<file path="config.mk">
export PLATFORM = sky130hd
export DESIGN_NAME = miss_hold_buf
export DESIGN_NICKNAME = d
export VERILOG_FILES = /design/src/rtl/mhb_pkg.sv /design/src/rtl/mhb_line_match.sv /design/src/rtl/mhb_age_pick.sv /design/src/rtl/miss_hold_buf.sv
export SDC_FILE = /design/constraint.sdc
export NUM_CORES = 1
export LEC_CHECK = 0
export ABC_AREA = 1
export BUFFER_PORTS_ARGS = -buffer_cell sky130_fd_sc_hd__buf_2
export CORE_MARGIN = 1
export CORE_UTILIZATION = 48
export DETAILED_ROUTE_END_ITERATION = 8
export PLACE_DENSITY_LB_ADDON = 0.15
export SETUP_SLACK_MARGIN = 0.15
export SYNTH_ARGS = -nofsm -noshare
export SYNTH_HDL_FRONTEND = slang
export SYNTH_SLANG_ARGS = --single-unit
</file>
<file path="constraint.sdc">
create_clock -name clk -period 3.1 [get_ports clk]
set_input_delay 0.155 -clock clk [delete_from_list [all_inputs] [get_ports clk]]
set_output_delay 0.155 -clock clk [all_outputs]
set_load 0.05 [all_outputs]
</file>
<file path="src/rtl/mhb_pkg.sv">
package mhb_pkg;
    parameter int LINE_W = 8;
    parameter int WSEL_W = 2;
    parameter int WORD_W = 16;
    parameter int TID_W  = 2;
    parameter int TAG_W  = 4;
    parameter int BEN_W  = 2;

    typedef struct packed {
        logic [LINE_W-1:0] line;
        logic [WSEL_W-1:0] wsel;
        logic [WORD_W-1:0] word;
        logic [TID_W-1:0]  tid;
        logic [TAG_W-1:0]  tag;
        logic              rw;
        logic [BEN_W-1:0]  ben;
        logic              snp;
        logic              snp_inv;
    } mhb_payload_t;
endpackage

</file>
<file path="src/rtl/mhb_line_match.sv">
module mhb_line_match #(
    parameter int DEPTH = 4,
    parameter int LW    = 8
) (
    input  logic [DEPTH-1:0]         live,
    input  logic [DEPTH-1:0][LW-1:0] lines,
    input  logic [LW-1:0]            key,
    output logic [DEPTH-1:0]         hit
);
    for (genvar k = 0; k < DEPTH; k++) begin : g_cmp
        assign hit[k] = live[k] && (lines[k] == key);
    end
endmodule

</file>
<file path="src/rtl/mhb_age_pick.sv">
module mhb_age_pick #(
    parameter int DEPTH = 4,
    localparam int IDX_W = $clog2(DEPTH)
) (
    input  logic [DEPTH-1:0] req,
    input  logic [IDX_W-1:0] base,
    output logic             found,
    output logic [IDX_W-1:0] idx
);
    function automatic logic [IDX_W-1:0] wrap_add(input logic [IDX_W-1:0] b, input int k);
        int s;
        s = int'(b) + k;
        if (s >= DEPTH) s = s - DEPTH;
        return IDX_W'(s);
    endfunction

    // first requesting slot at or after base, circularly
    always_comb begin
        found = 1'b0;
        idx   = '0;
        for (int k = 0; k < DEPTH; k++) begin
            if (!found && req[wrap_add(base, k)]) begin
                found = 1'b1;
                idx   = wrap_add(base, k);
            end
        end
    end
endmodule

</file>
<file path="src/rtl/miss_hold_buf.sv">
module miss_hold_buf
    import mhb_pkg::*;
#(
    parameter int DEPTH = 4,
    localparam int IDX_W = $clog2(DEPTH)
) (
    input  logic              clk,
    input  logic              rst_n,
    input  logic              enq_valid,
    input  logic              enq_replay,
    input  logic [IDX_W-1:0]  enq_slot,
    input  logic              enq_ready_now,
    input  logic [LINE_W-1:0] enq_line,
    input  logic [WSEL_W-1:0] enq_wsel,
    input  logic [WORD_W-1:0] enq_word,
    input  logic [TID_W-1:0]  enq_tid,
    input  logic [TAG_W-1:0]  enq_tag,
    input  logic              enq_rw,
    input  logic [BEN_W-1:0]  enq_ben,
    input  logic              enq_snp,
    input  logic              enq_snp_inv,
    output logic              full,
    input  logic              fill_valid,
    input  logic [LINE_W-1:0] fill_line,
    input  logic [LINE_W-1:0] probe_line,
    output logic              hazard,
    input  logic              sched,
    output logic              rp_valid,
    output logic [IDX_W-1:0]  rp_slot,
    output logic [LINE_W-1:0] rp_line,
    output logic [WSEL_W-1:0] rp_wsel,
    output logic [WORD_W-1:0] rp_word,
    output logic [TID_W-1:0]  rp_tid,
    output logic [TAG_W-1:0]  rp_tag,
    output logic              rp_rw,
    output logic [BEN_W-1:0]  rp_ben,
    output logic              rp_snp,
    output logic              rp_snp_inv,
    input  logic              retire_valid,
    input  logic [IDX_W-1:0]  retire_slot
);
    localparam logic [IDX_W-1:0] LAST = IDX_W'(DEPTH - 1);

    typedef struct packed {
        logic [DEPTH-1:0]               valid;
        logic [DEPTH-1:0]               ready;
        logic [DEPTH-1:0]               issued;
        logic [IDX_W-1:0]               tail;
        mhb_payload_t [DEPTH-1:0]       pay;
    } mhb_state_t;

    mhb_state_t st_d, st_q;

    logic [DEPTH-1:0][LINE_W-1:0] line_vec;
    logic [DEPTH-1:0]             fill_hit;
    logic [DEPTH-1:0]             probe_hit;
    logic [DEPTH-1:0]             offer_req;
    logic                         pick_found;
    logic [IDX_W-1:0]             pick_idx;
    mhb_payload_t                 new_pay;
    mhb_payload_t                 rp_pay;

    for (genvar k = 0; k < DEPTH; k++) begin : g_lines
        assign line_vec[k] = st_q.pay[k].line;
    end

    mhb_line_match #(.DEPTH(DEPTH), .LW(LINE_W)) u_fill_match (
        .live  (st_q.valid & {DEPTH{fill_valid}}),
        .lines (line_vec),
        .key   (fill_line),
        .hit   (fill_hit)
    );

    mhb_line_match #(.DEPTH(DEPTH), .LW(LINE_W)) u_probe_match (
        .live  (st_q.valid),
        .lines (line_vec),
        .key   (probe_line),
        .hit   (probe_hit)
    );

    assign offer_req = st_q.valid & st_q.ready & ~st_q.issued;

    mhb_age_pick #(.DEPTH(DEPTH)) u_pick (
        .req   (offer_req),
        .base  (st_q.tail),
        .found (pick_found),
        .idx   (pick_idx)
    );

    always_comb begin
        new_pay         = '0;
        new_pay.line    = enq_line;
        new_pay.wsel    = enq_wsel;
        new_pay.word    = enq_word;
        new_pay.tid     = enq_tid;
        new_pay.tag     = enq_tag;
        new_pay.rw      = enq_rw;
        new_pay.ben     = enq_ben;
        new_pay.snp     = enq_snp;
        new_pay.snp_inv = enq_snp_inv;
    end

    // next-state computation
    always_comb begin
        st_d = st_q;
        for (int k = 0; k < DEPTH; k++) begin
            if (fill_hit[k]) st_d.ready[k] = 1'b1;
        end
        if (sched && pick_found) st_d.issued[pick_idx] = 1'b1;
        if (retire_valid) begin
            st_d.valid[retire_slot]  = 1'b0;
            st_d.ready[retire_slot]  = 1'b0;
            st_d.issued[retire_slot] = 1'b0;
        end
        if (enq_valid) begin
            if (enq_replay) begin
                st_d.issued[enq_slot] = 1'b0;
                st_d.ready[enq_slot]  = enq_ready_now ||
                    (fill_valid && (fill_line == st_q.pay[enq_slot].line));
            end else begin
                st_d.valid[st_q.tail]  = 1'b1;
                st_d.issued[st_q.tail] = 1'b0;
                st_d.ready[st_q.tail]  = enq_ready_now ||
                    (fill_valid && (fill_line == enq_line));
                st_d.pay[st_q.tail]    = new_pay;
                st_d.tail = (st_q.tail == LAST) ? '0 : st_q.tail + 1'b1;
            end
        end
    end

    always_ff @(posedge clk or negedge rst_n) begin
        if (!rst_n) st_q <= '0;
        else        st_q <= st_d;
    end

    assign full       = st_q.valid[st_q.tail];
    assign hazard     = |probe_hit;
    assign rp_valid   = pick_found;
    assign rp_slot    = pick_idx;
    assign rp_pay     = st_q.pay[pick_idx];
    assign rp_line    = rp_pay.line;
    assign rp_wsel    = rp_pay.wsel;
    assign rp_word    = rp_pay.word;
    assign rp_tid     = rp_pay.tid;
    assign rp_tag     = rp_pay.tag;
    assign rp_rw      = rp_pay.rw;
    assign rp_ben     = rp_pay.ben;
    assign rp_snp     = rp_pay.snp;
    assign rp_snp_inv = rp_pay.snp_inv;

    // the caller must stall before the allocation slot is taken
    p_no_overflow_r9: assert property (@(posedge clk) disable iff (!rst_n)
        (enq_valid && !enq_replay) |-> !full);

    // a replay returns to a slot that is held and issued
    p_replay_slot_live_r8: assert property (@(posedge clk) disable iff (!rst_n)
        (enq_valid && enq_replay) |-> (st_q.valid[enq_slot] && st_q.issued[enq_slot]));

    // a scheduled slot is not offered again in the next cycle
    p_no_reoffer_r6: assert property (@(posedge clk) disable iff (!rst_n)
        (sched && rp_valid && !(enq_valid && enq_replay && enq_slot == rp_slot))
        |=> !(rp_valid && rp_slot == $past(rp_slot)));

    // a retired slot is free afterwards
    p_retire_frees_r7: assert property (@(posedge clk) disable iff (!rst_n)
        retire_valid |=> !st_q.valid[$past(retire_slot)]);

    for (genvar k = 0; k < DEPTH; k++) begin : g_fill_chk
        // a fill makes every matching held slot ready
        p_fill_ready_r4: assert property (@(posedge clk) disable iff (!rst_n)
            (fill_valid && st_q.valid[k] && st_q.pay[k].line == fill_line
             && !(retire_valid && retire_slot == IDX_W'(k))
             && !(enq_valid && enq_replay && enq_slot == IDX_W'(k)))
            |=> st_q.ready[k]);
    end
endmodule

</file>
==> metrics.txt, run 1 <==
Hold WC Path Type in2reg; RSZ-0062 raised after global routing false; DRC Markers 0; CP required 2.94 ns; Synth area leader dfrtp_1; vias 8775; Final nets 1440; Tightest Pin Transition 1.07 ns; Slew HR 28.4%; initial antenna violation count 0; endpoints failing hold 0; initial DRC count 747; I/O Buffers 106; GR Util All Layers 29.0%; vias in the first global route 8301; first-pass GRT wire length 44200 um; synth top area cells dfrtp_1, nand2_1, o21ai_0; Die ar. 19800 um2; row cnt 50; Die Ht 141 um; Min Hold Slack 0.0153 ns; Overflow after GRT 0; GPL Wtd Cong 0.973; Yosys top cell area share 43.9%; top_reg_cell synth dfrtp_1; H-tree depth 4; Netlist Area Pre-Place 9230 um2; Avg Vias per Cell 5.43; post-DP HPWL 18300 um; CP Max Fanout 19; gate count of the mapped netlist 1281; Worst Setup Path Type reg2out; routed len/inst 17.0 um; outcome finished, final reports clean; CTS Sinks 162; final wirelength 27400 um; Seq/Total Area, Yosys 43.9%; clock slew at reported path FFs 0.07 ns; total of max-cap violations 0; Max Freq 354 MHz; final setup violation count 0; CP startpoint kind register; P&R area growth vs syn 17.0%; Post-synth EDFFs 0; Synth Warn # 0; commonest cells in the netlist nand2_1, dfrtp_1, o21ai_0; Die W 141 um; detailed-router iteration count before antenna repair 6; pin count of the biggest net entering global routing 80; clk_lat worst skew 0.42 ns; layout cells sized above 1 15.1%; count leader, synth nand2_1; asr flop ratio synth 100%; Initial Utilization 49.2%; final critical-path share of the clock period 91.1%; Critical Path AT 2.67 ns; Final Max Slew Viols 0; Max clock buf depth 2; Net Count, Synth 1350; crit path time final 2.82 ns; Yosys reg bits 162; # IOs 107; Crit. End Element output pin; Netlist cell types 38; Avg Inst Size Synth 7.21 um2; Fin Setup TNS 0 ns; root buffer cell clkbuf_16; Core Area 18800 um2; CTS Buf Count 17; Clock Skews 0.0115 ns; Routed Antenna Nets 0; antenna cell count 0; CTS tree yes
==> logic make-up (layout without fill, tap and decap cells) <==
logic type	Yosys count	count (layout)	synth area share [%]
XOR/XNOR	26	26	2.47
buffers and inverters	170	272	8.06
adder cells (fa/ha/maj)	4	4	0.542
AND/OR/NAND/NOR	687	687	31.2
flip-flops	162	162	43.9
AO/OA/AOI/OAI	232	232	13.8
==> layout make-up <==
cell class / count / area [um2]
Inverter: 102 / 385
Tap cell: 234 / 293
Clock buffer: 17 / 425
Fill cell: 1852 / 7970
Sequential cell: 162 / 4060
Multi-Input combinational cell: 949 / 4490
Timing Repair Buffer: 139 / 952
Clock inverter: 14 / 198
==> worst max-delay path: stages, from the launching register on <==
cell,delay [ns]
dfrtp_2,0.39
inv_4,0.07
ha_4,0.29
inv_1,0.06
nand3_1,0.12
nand2_4,0.11
nor2_8,0.14
nand3_2,0.10
nand2_4,0.12
nand2_8,0.09
bufbuf_16,0.31
nand2_1,0.07
nand2_1,0.06
nand2_1,0.05
nand2_1,0.06
buf_4,0.19
==> placed cells by master, fill, tap and decap left out, drive strengths merged, types with 4 or more instances in the layout <==
master,n
xor2,14
inv,106
nor3,14
dlygate4sd3,5
a21oi,22
o211ai,5
o22ai,21
clkinv,6
buf,127
o21ai,163
dfrtp,162
clkbuf,23
nand2,550
nand4,10
a211oi,7
xnor2,12
ha,4
nand3,77
nor2,31
a22oi,9
==> path summary, 6_finish.rpt <==
check / start / endpoint / slack [ns] / cells after the start
setup / recovery: st_q[149] / rp_tid[1] / 0.28 / 15
hold / removal: enq_word[7] / register / 0.02 / 3
setup reg to reg: st_q[148] / st_q[155] / 0.93 / 10
hold reg to reg: register / register / 0.48 / 2
max in group asynchronous: rst_n / st_q[149] / 1.85 / 3
min in group asynchronous: rst_n / asynchronous set/reset pin / 0.34 / 2
==> metal layers <==
| layer | GRT usage, % | vias up | share of wire (%) | wire length (um) |
|---|---|---|---|---|
| li1 | - | 4292 | - | - |
| met2 | 45.4 | 313 | 45 | 12400 |
| met1 | 40.1 | 4130 | 46 | 12600 |
| met4 | 10.2 | 0 | 2.4 | 652 |
| met5 | 0 | - | 0 | 0 |
| met3 | 5.64 | 40 | 6.4 | 1750 |
==> through the flow <==
stage               std cells  setup slack [ns]  util [%]  area (um2)
floorplan                1281             0.519         -        9230
global placement         1577             0.417      53.1        9960
detailed placement       1577             0.333      53.1        9960
CTS                      1617             0.141      57.3       10700
global route             1617             0.145      57.6       10800
finish                   1617             0.276      57.6       10800
==> what timing repair did <==
action / CTS / global route
endpoints found under the setup margin: 37 / 37
resized for setup: 18 / 14
hold buffers: 5 / 0
gates cloned: 1 / 0
pin swaps: 1 / 0
endpoints found under the hold margin: 79 / 0
setup buffers: 3 / 0
Power of run 1 is left out: the tool's default activity adds up to more than one toggle a clock period on the data nets, which glitch-free logic cannot reach.
==> run 2: changes to the inputs <==
--- a/config.mk
+++ b/config.mk
@@ -9,7 +9,9 @@
 export BUFFER_PORTS_ARGS = -buffer_cell sky130_fd_sc_hd__buf_2
 export CORE_MARGIN = 1
 export CORE_UTILIZATION = 48
+export CTS_BUF_LIST = sky130_fd_sc_hd__clkbuf_2
 export DETAILED_ROUTE_END_ITERATION = 8
+export MAX_ROUTING_LAYER = met4
 export PLACE_DENSITY_LB_ADDON = 0.15
 export SETUP_SLACK_MARGIN = 0.15
 export SYNTH_ARGS = -nofsm -noshare
==> metrics.txt, run 2 (synthesis gave the netlist of run 1 again) <==
outcome finished, final reports clean; Tightest Pin Transition 1.11 ns; clock slew at reported path FFs 0.27 ns; Die Ht 141 um; DRC Markers 0; GPL Wtd Cong 0.989; final critical-path share of the clock period 99.9%; root buffer cell clkbuf_2; # IOs 107; CTS Buf Count 17; Hold Crit Endpoint st_q[157]; vias in the first global route 8625; pin count of the biggest net entering global routing 84; final worst slack 0.00155 ns; Critical Path AT 2.94 ns; H-tree depth 4; final wirelength 30500 um; Final Max Slew Viols 0; GR Util All Layers 31.3%; CP startpoint kind register; final setup violation count 0; clk_lat worst skew 0.75 ns; routed len/inst 18.0 um; RSZ-0062 raised after global routing true; vias 9352; I/O Buffers 106; post-DP HPWL 18100 um; CTS tree yes; RR Endpoint st_q[156]; detailed-router iteration count before antenna repair 5; commonest non-fill, non-tap cells in the layout nand2_1, dfrtp_1, o21ai_0, inv_1, buf_2; endpoints failing hold 0; total of max-cap violations 0; placed insts 1574; Max Freq 323 MHz; initial DRC count 1002; R2R depth 11; CP required 2.94 ns; Final nets 1521; first-pass GRT wire length 46300 um; Hold Path Origin fill_line[3]; Die W 141 um; CP Max Fanout 6; layout cells sized above 1 21.4%; row cnt 50; r2r setup slk 0.34 ns; Core Area 18800 um2; Initial Utilization 49.2%; CTS Sinks 162; fillcell total 1660; Overflow after GRT 0; crit path time final 3.10 ns; P&R area growth vs syn 31.1%; commonest non-fill, non-tap cell in the layout nand2_1; Clock Skews 0.0433 ns; Worst Setup Path Type reg2out; Avg Vias per Cell 5.50; Routed Antenna Nets 0; Max clock buf depth 2; post-place setup slack 0.336 ns; Crit. End Element output pin; Hold WC Path Type in2reg; WHS Path Cells 8; Slew HR 25.6%; Die ar. 19800 um2; Non-Filler Instances 1700; initial antenna violation count 1
run 2: worst max path at each step:
stage | startpoint | endpoint | depth (start not counted)
2_1_floorplan | st_q[148] | rp_snp | 15
3_3_place_gp | st_q[149] | rp_word[11] | 14
3_5_place_dp | st_q[149] | rp_line[0] | 14
4_1_cts | st_q[148] | rp_word[0] | 15
5_1_grt | st_q[148] | rp_ben[0] | 15
6_report | st_q[148] | rp_tid[1] | 15
run 2: per-stage QoR:
step / hold WS, ns / TNS [ns] / util, % / area (um2)
2_1_floorplan: -0.141 / 0 / - / 9230
6_report: 0.0818 / 0 / 64.5 / 12100
3_5_place_dp: 0.0928 / 0 / 53.0 / 9950
3_3_place_gp: 0.0907 / 0 / 53.0 / 9950
5_1_grt: 0.0330 / -5.37 / 64.5 / 12100
4_1_cts: 0.00327 / -0.0154 / 61.2 / 11500
run 2: worst max-delay path, stage by stage (launching register included):
cell,delay (ns)
dfrtp_1,0.47
inv_2,0.09
buf_6,0.12
nand4_1,0.18
nand3_2,0.15
nand2_4,0.09
a21oi_4,0.21
nand2_8,0.10
nand2_8,0.13
buf_6,0.14
clkbuf_16,0.15
nand2_1,0.05
nand2_1,0.05
nand2_1,0.05
nand2_1,0.08
buf_6,0.16
run 2: layout make-up:
type                            instances  area, um2  share of cell area [%]
Clock inverter                         15        193                    1.59
Multi-Input combinational cell        950       4780                    39.5
Clock buffer                           17       85.1                   0.703
Antenna cell                            1       2.50                  0.0207
Tap cell                              234        293                    2.42
Timing Repair Buffer                  219       2300                    19.0
Sequential cell                       162       4060                    33.5
Inverter                              102        388                    3.20
run 2: what timing repair did:
item | in CTS | in global routing
cloned | 6 | 8
resized for setup | 117 | 113
endpoints found under the setup margin | 39 | 39
pin swaps | 14 | 41
buffers inserted | 18 | 6
hold buffers | 55 | 0
endpoints found under the hold margin | 324 | 0
run 2: layer usage:
layer | vias to the layer above | routed length [um] | global-route usage (%)
met4 | 0 | 641 | 9.78
met1 | 4397 | 13500 | 42.4
met3 | 47 | 2120 | 4.93
li1 | 4476 | - | -
met5 | - | 0 | -
met2 | 432 | 14300 | 48.4
Power of run 2 is left out for the same reason.
==> run 3: changes to the inputs <==
--- a/config.mk
+++ b/config.mk
@@ -13,6 +13,7 @@
 export DETAILED_ROUTE_END_ITERATION = 8
 export MAX_ROUTING_LAYER = met4
 export PLACE_DENSITY_LB_ADDON = 0.15
+export REMOVE_ABC_BUFFERS = 1
 export SETUP_SLACK_MARGIN = 0.15
 export SYNTH_ARGS = -nofsm -noshare
 export SYNTH_HDL_FRONTEND = slang
==> metrics.txt, run 3 (synthesis gave the netlist of run 1 again) <==
outcome finished, violations left; failing checks negative setup slack; CP startpoint kind register; routed len/inst 18.4 um; CTS Buf Count 17; RR Endpoint st_q[157]; vias 9486; first-pass GRT wire length 47000 um; Hold WC Path Type in2reg; vias in the first global route 8750; Max Freq 314 MHz; Clock Skews 0.0412 ns; Final nets 1544; GPL Wtd Cong 0.985; final critical-path share of the clock period 103%; layout cells sized above 1 22.5%; CP required 2.94 ns; final cell area excluding filler cells 12400 um2; CP Max Fanout 5; crit path launch st_q[148]; crit path time final 3.19 ns; I/O Buffers 106; dpl cell area 9980 um2; placed insts 1576; RSZ-0062 raised after global routing true; row cnt 50; Core Area 18800 um2; root buffer cell clkbuf_2; Worst Setup Path Type reg2out; P&R area growth vs syn 33.9%; Die ar. 19800 um2; initial DRC count 808; Die W 141 um; clk_lat worst skew 0.78 ns; Final Max Slew Viols 0; CTS Sinks 162; Avg Vias per Cell 5.51; Crit. End Element output pin; clock slew at reported path FFs 0.29 ns; Initial Utilization 49.2%; fillcell total 1627; total of max-cap violations 0; final wirelength 31700 um; post-DP HPWL 18000 um; endpoints failing hold 0; DRC Markers 0; commonest non-fill, non-tap cell in the layout nand2_1; Tightest Pin Transition 0.772 ns; detailed-router iteration count before antenna repair 8; Max clock buf depth 2; commonest non-fill, non-tap cells in the layout nand2_1, dfrtp_1, o21ai_0, inv_1, nand2_2; R2R depth 11; pin count of the biggest net entering global routing 77; r2r setup slk 0.29 ns; post-place setup slack 0.336 ns; Slew HR 48.5%; Critical Path AT 3.03 ns; H-tree depth 4; initial antenna violation count 1; Die Ht 141 um; Worst setup endpoint rp_word[13]; # IOs 107; Routed Antenna Nets 0; final worst slack -0.0865 ns; GR Util All Layers 31.9%; Overflow after GRT 0; final setup violation count 36; Non-Filler Instances 1723; CTS tree yes
run 3: changes by cell type in the layout (fill, tap and decap cells not counted), sizes merged:
cell         before  now
dlygate4sd3      54   61
clkinv            5    4
bufinv            3    2
inv             108  109
clkbuf           25   27
buf             157  172
run 3: critical path, stage by stage, from the launching register on:
cell and delay, ns:
dfrtp_1 0.49, inv_4 0.11, ha_4 0.22, inv_4 0.07, nand3_1 0.14, nand2_1 0.18, nand4_1 0.18, nand3_4 0.16
buf_12 0.14, clkbuf_16 0.16, nand2_1 0.05, nand2_1 0.05, nand2_1 0.06, nand2_2 0.08, buf_6 0.16
run 3: worst min path at each step:
stage	from	end	slack (ns)	cells past startpoint
5_1_grt	fill_line[1]	st_q[156]	0.05	6
4_1_cts	fill_line[7]	st_q[156]	0.02	7
6_report	fill_line[7]	st_q[156]	0.04	7
3_3_place_gp	rst_n	asynchronous set/reset pin	0.25	1
2_1_floorplan	rst_n	asynchronous set/reset pin	-0.14	0
3_5_place_dp	rst_n	asynchronous set/reset pin	0.24	1
run 3: layout make-up:
type	instances	area [um2]	area share [%]
multi-input cells	950	4780	38.6
well taps	234	293	2.37
flip-flops and latches	162	4060	32.9
repair buffers	242	2560	20.7
inverters	102	390	3.16
diodes	1	2.50	0.0202
clock inverters	14	189	1.53
clock buffers	18	90.1	0.729
run 3: through the flow:
step                      hold WS, ns  util (%)  setup TNS (ns)
final                          0.0390      65.9           -1.60
after detailed placement        0.243      53.2               0
after global routing           0.0544      65.9           -6.54
after CTS                      0.0225      61.6           -1.05
after global placement          0.248      53.2               0
after floorplan                -0.141         -          -23.81
run 3: timing repair:
action | CTS | global route
cloned | 6 | 11
gates resized for setup | 124 | 96
hold endpoints to repair | 319 | 0
buffers inserted | 15 | 20
setup endpoints to repair | 39 | 40
pin swaps | 9 | 36
hold buffers | 62 | 0
run 3: layer usage:
metal	vias to the layer above	track usage, %	part of all wire (%)
met3	44	4.38	6.6
met1	4542	42.9	45
met2	387	50.5	47
li1	4513	-	-
met4	0	8.87	2.3
met5	-	-	0
Power of run 3 is left out for the same reason.
